<file path="src/rtl/dma_cc_pkg.sv">
package dma_cc_pkg;
  typedef enum logic [1:0] {
    XF_READ   = 2'd0,
    XF_WRITE  = 2'd1,
    XF_VERIFY = 2'd2
  } xfer_e;

  localparam logic [3:0] BE_NONE   = 4'b1111;
  localparam logic [3:0] BE_NARROW = 4'b1110;
  localparam logic [3:0] BE_WIDE   = 4'b1100;
endpackage

</file>
<file path="src/rtl/dma_rst_sync.sv">
module dma_rst_sync #(
  parameter int STAGES = 2
) (
  input  logic clk,
  input  logic rst_n,
  output logic rst_n_sync
);
  logic [STAGES-1:0] sync_q;

  always_ff @(posedge clk or negedge rst_n) begin
    if (!rst_n) sync_q <= '0;
    else        sync_q <= {sync_q[STAGES-2:0], 1'b1};
  end

  assign rst_n_sync = sync_q[STAGES-1];
endmodule

</file>
<file path="src/rtl/dma_be_gen.sv">
module dma_be_gen
  import dma_cc_pkg::*;
#(
  parameter int CH_W        = 3,
  parameter int NARROW_LAST = 3,
  parameter int RSVD_CH     = 4
) (
  input  logic            cyc_active,
  input  logic [CH_W-1:0] chan,
  input  logic [1:0]      xfer_type,
  output logic [3:0]      be_n
);
  localparam int WIDE_FIRST = RSVD_CH + 1;

  always_comb begin
    be_n = BE_NONE;
    if (cyc_active && (xfer_type != XF_VERIFY)) begin
      if (int'(chan) <= NARROW_LAST)     be_n = BE_NARROW;
      else if (int'(chan) >= WIDE_FIRST) be_n = BE_WIDE;
      else                               be_n = BE_NONE;
    end
  end

  always_comb begin
    if (cyc_active && xfer_type == XF_VERIFY)
      p_verify_be_r5: assert (be_n == BE_NONE);
  end
endmodule

</file>
<file path="src/rtl/dma_req_hist.sv">
module dma_req_hist #(
  parameter int LOOKBACK = 7
) (
  input  logic clk,
  input  logic rst_n,
  input  logic dreq_n,
  output logic withdrawn_early
);
  logic [LOOKBACK-1:0] hist_q, hist_d;

  always_comb hist_d = {hist_q[LOOKBACK-2:0], dreq_n};

  always_ff @(posedge clk or negedge rst_n) begin
    if (!rst_n) hist_q <= '0;
    else        hist_q <= hist_d;
  end

  // Tap at LOOKBACK-1: the sample taken LOOKBACK edges before the current edge.
  assign withdrawn_early = hist_q[LOOKBACK-1];
endmodule

</file>
<file path="src/rtl/dma_cont_decide.sv">
module dma_cont_decide (
  input  logic clk,
  input  logic rst_n,
  input  logic cyc_active,
  input  logic trdy,
  input  logic tc,
  input  logic auto_init,
  input  logic withdrawn_early,
  output logic dec_valid,
  output logic dec_continue,
  output logic reload
);
  logic fire;
  logic valid_d, cont_d, reload_d;

  always_comb begin
    fire     = trdy && cyc_active;
    valid_d  = fire;
    cont_d   = dec_continue;
    reload_d = 1'b0;
    if (fire) begin
      cont_d   = !((tc && !auto_init) || withdrawn_early);
      reload_d = tc && auto_init;
    end
  end

  always_ff @(posedge clk or negedge rst_n) begin
    if (!rst_n) begin
      dec_valid    <= 1'b0;
      dec_continue <= 1'b0;
      reload       <= 1'b0;
    end else begin
      dec_valid <= valid_d;
      reload    <= reload_d;
      if (fire) dec_continue <= cont_d;
    end
  end

  p_tc_term_r7: assert property (@(posedge clk) disable iff (!rst_n)
    (trdy && cyc_active && tc && !auto_init) |=> (dec_valid && !dec_continue && !reload));

  p_reload_with_dec_r8: assert property (@(posedge clk) disable iff (!rst_n)
    reload |-> dec_valid);
endmodule

</file>
<file path="src/rtl/dma_cont_ctrl.sv">
module dma_cont_ctrl #(
  parameter int CH_W     = 3,
  parameter int LOOKBACK = 7
) (
  input  logic            clk,
  input  logic            rst_n,
  input  logic            cyc_active,
  input  logic [CH_W-1:0] chan,
  input  logic [1:0]      xfer_type,
  input  logic            tc,
  input  logic            auto_init,
  input  logic            dreq_n,
  input  logic            trdy,
  output logic [3:0]      be_n,
  output logic            dec_valid,
  output logic            dec_continue,
  output logic            reload
);
  logic rst_n_i;
  logic withdrawn_early;

  dma_rst_sync #(.STAGES(2)) u_rst (
    .clk(clk), .rst_n(rst_n), .rst_n_sync(rst_n_i)
  );

  dma_be_gen #(.CH_W(CH_W)) u_be (
    .cyc_active(cyc_active), .chan(chan), .xfer_type(xfer_type), .be_n(be_n)
  );

  dma_req_hist #(.LOOKBACK(LOOKBACK)) u_hist (
    .clk(clk), .rst_n(rst_n_i), .dreq_n(dreq_n), .withdrawn_early(withdrawn_early)
  );

  dma_cont_decide u_dec (
    .clk(clk), .rst_n(rst_n_i), .cyc_active(cyc_active), .trdy(trdy),
    .tc(tc), .auto_init(auto_init), .withdrawn_early(withdrawn_early),
    .dec_valid(dec_valid), .dec_continue(dec_continue), .reload(reload)
  );

  always_comb begin
    if (!cyc_active) p_idle_be_r1: assert (be_n == 4'b1111);
  end

  p_dec_valid_r6: assert property (@(posedge clk) disable iff (!rst_n_i)
    (trdy && cyc_active) |=> dec_valid);

  p_no_dec_r11: assert property (@(posedge clk) disable iff (!rst_n_i)
    !(trdy && cyc_active) |=> !dec_valid);
endmodule

</file>
<file path="config.mk">
export PLATFORM = sky130hd
export DESIGN_NAME = dma_cont_ctrl
export DESIGN_NICKNAME = d
export VERILOG_FILES = /design/src/rtl/dma_cc_pkg.sv /design/src/rtl/dma_rst_sync.sv /design/src/rtl/dma_be_gen.sv /design/src/rtl/dma_req_hist.sv /design/src/rtl/dma_cont_decide.sv /design/src/rtl/dma_cont_ctrl.sv
export SDC_FILE = /design/constraint.sdc
export NUM_CORES = 1
export LEC_CHECK = 0
export CORE_AREA = 2 2 39 41
export DETAILED_ROUTE_END_ITERATION = 16
export DIE_AREA = 0 0 41 43
export DONT_BUFFER_PORTS = 1
export SYNTH_ARGS = -nofsm -noshare
export SYNTH_HDL_FRONTEND = slang
export SYNTH_HIERARCHICAL = 1
export SYNTH_SLANG_ARGS = --single-unit
</file>
<file path="constraint.sdc">
create_clock -name clk -period 1.15 [get_ports clk]
set_input_delay 0.1725 -clock clk [delete_from_list [all_inputs] [get_ports clk]]
set_output_delay 0.1725 -clock clk [all_outputs]
set_load 0.02 [all_outputs]
</file>
==> results_dict.tcl <==
set metrics [dict create \
    synth.area.top_cells "dfrtp_1, o311ai_2, buf_4" \
    core_mm2 0.00138 \
    antenna_found_initial 0 \
    whs_endpoint "u_dec/dec_valid$_DFF_PN0_" \
    wirelength_um 608 \
    htree_levels 1 \
    seq_area_um2 300 \
    grt_pass1_wl_um 938 \
    syn_area_per_cell_um2 15.4 \
    hp-class "in -> reg" \
    vias_per_cell 4.54 \
    wl_met2_um 326 \
    cp_top_family "flip-flops" \
    dr_wl_met3_um 102 \
    cp_data_required_time_ns 1.30 \
    post-route-period-util 0.797 \
    outcome "completed" \
    cpPeakStageDelay_ns 0.46 \
    drcViolationCount 0 \
    ant_nets 0 \
    drt-pass1-iter-count 1 \
    reg2reg_slack_ns 0.23 \
    tritoncts "built" \
    grt_max_degree 11 \
    synth_simple_gate_area_share 0.0719 \
    post-cts-setup-buffers 0 \
    io_pins 19 \
    synth_enable_flop_cells 0 \
    yosysWarnings 6 \
    maxSlewHeadroom 0.658 \
    wire_per_inst_um 13.2 \
    numCtsBuffers 3 \
    grt_overflow_total 0 \
    synth_compound_area_frac 0.103 \
    multi_input_area_um2 81.3 \
    crit_buf_inv 0 \
    netlist_instances 26 \
    final_cell_count_no_fill 46 \
    netlist_top_cells_count "dfrtp_1, buf_4, conb_1, inv_1, nand2b_1" \
    setup_viol 0 \
    cts_hold_buffers 2 \
    hold_violations 0 \
    dieWidth_um 41 \
    power_density_mw_per_mm2 1640 \
    reg2reg_depth 2 \
    rsz0062_at_grt "no" \
    maxCapViolations 0 \
    dp.cells 41 \
    arrival_ns 1.06 \
    postLayoutCellArea_um2 452 \
    clockBufferDepth 2 \
    wl_met1_um 179 \
    synth_fa_ha_area_frac 0 \
    cts_sinks 12 \
    drv_slew 0 \
    rr_startpoint "u_dec/dec_continue$_DFFE_PN0P_" \
    fmax_ghz 1.09 \
    num_antenna_cells 0 \
    async_reset_ff_frac 1.00 \
    whs_ns 0.0734 \
    clk_latency_ns 0.26 \
    yosys.cell_count.top_type "dfrtp_1" \
    cp-start-kind "register" \
    synth_area_um2 400 \
    tightest_slew_ns 0.513 \
    nFillCells 136 \
    dr.first_iter.drc_count 0 \
    crit_slowest_cell "dfrtp_1" \
    leakage_nw 0.209 \
    place_area_um2 409 \
    reg2reg_to "u_dec/dec_continue$_DFFE_PN0P_" \
    nets 44 \
    grt.total_usage 0.0856 \
    drive_gt1_frac 0.200 \
    rows 14 \
    synth_xor_area_frac 0 \
    period_minus_slack_ns 0.916 \
    top_layer_used "met3" \
    clkSlewWorstSetupHoldPaths_ns 0.06 \
    hold_depth 1 \
    worst-path-max-fanout 2 \
    synth_ff_type "dfrtp_1" \
    syn2layout_area_growth_pct 12.8 \
    synth_top_family_by_area "compound AO/OA/AOI/OAI gates" \
    dp_hpwl_um 481 \
    port_buffers 0 \
    setup_tns_ns 0 \
    synth-seq-cells 12 \
    synth.largest_area_cell "dfrtp_1" \
    crit_type "reg -> reg" \
    dieArea_mm2 0.00176 \
    end_kind "register" \
    finalClockSkew_ns 0.00456 \
    hold_path.startpoint "cyc_active" \
    cts_root_buf "clkbuf_4" \
    gp_congestion 0.527 \
    ys_seq_area_frac 0.750 \
    grt_pass1_vias 240 \
    cp_cell_sequence "a21boi_0 > a31o_1" \
    die_h_um 43 \
    synthMuxAreaShare 0 \
    synth_cell_types 11 \
    start_util 0.289 \
    vias 209 \
    peakVddDrop_uv 581 \
    postCtsResizedCells 0 \
    synth_top_area_frac 0.750 \
]
==> layout make-up <==
class / instances / area share
Timing Repair Buffer: 2 / 0.0443
Clock buffer: 3 / 0.0499
Tap cell: 16 / 0.0443
Inverter: 2 / 0.0166
Multi-Input combinational cell: 11 / 0.180
Sequential cell: 12 / 0.665
==> layout by cell type (no fill, tap or decap) <==
cell / n
dlygate4sd3_1: 2
dfrtp_1: 12
a31o_1: 1
inv_1: 2
o311ai_2: 1
clkbuf_4: 3
a21boi_0: 1
conb_1: 3
and2_4: 1
nand2b_1: 2
and3_2: 1
o2111ai_1: 1
==> cells by family (layout without fill, tap and decap cells) <==
group | count (synthesis) | count (layout)
other | 2 | 3
buffers and inverters | 4 | 7
DFF | 12 | 12
and+or+nand+nor | 4 | 4
AOI/OAI and AO/OA | 4 | 4
==> through the flow <==
step | setup WS (ns) | util | total power, W
floorplan | 0.285 | - | 0.000508
global placement | 0.272 | 0.296 | 0.000507
detailed placement | 0.230 | 0.296 | 0.000511
CTS | 0.221 | 0.326 | 0.000759
global route | 0.191 | 0.326 | 0.000796
finish | 0.234 | 0.326 | 0.000740
==> power breakdown <==
part	internal, W	switching [W]
combinational	0.0000180	0.0000217
clock	0.000120	0.000111
sequential	0.000445	0.0000235
total	0.000583	0.000156
==> per-layer routing <==
metal / global-route usage / vias to the layer above
li1: - / 88
met1: 0.0642 / 102
met2: 0.144 / 19
met3: 0.0524 / 0
met4: 0.0600 / 0
met5: 0 / -
==> state kept, by name, summed over array words and instances, names as in the netlist <==
| register | count |
|---|---|
| u_dec/dec_continue | 1 |
| u_dec/dec_valid | 1 |
| u_dec/reload | 1 |
| u_hist/hist_q | 7 |
| u_rst/sync_q | 2 |
==> worst register-to-register path, stage by stage, from the launching register on <==
cell	delay (ns)
dfrtp_1	0.46
a21boi_0	0.16
a31o_1	0.19
==> worst max path at each step <==
stage,start,to,cells after the start
6_report,u_dec/dec_continue$_DFFE_PN0P_,u_dec/dec_continue$_DFFE_PN0P_,2
5_1_grt,u_dec/dec_continue$_DFFE_PN0P_,u_dec/dec_continue$_DFFE_PN0P_,2
4_1_cts,u_dec/dec_continue$_DFFE_PN0P_,u_dec/dec_continue$_DFFE_PN0P_,2
3_5_place_dp,u_dec/dec_continue$_DFFE_PN0P_,u_dec/dec_continue$_DFFE_PN0P_,2
3_3_place_gp,u_dec/dec_continue$_DFFE_PN0P_,u_dec/dec_continue$_DFFE_PN0P_,2
2_1_floorplan,u_dec/dec_continue$_DFFE_PN0P_,u_dec/dec_continue$_DFFE_PN0P_,2
Power figures use the tool's default switching activity.
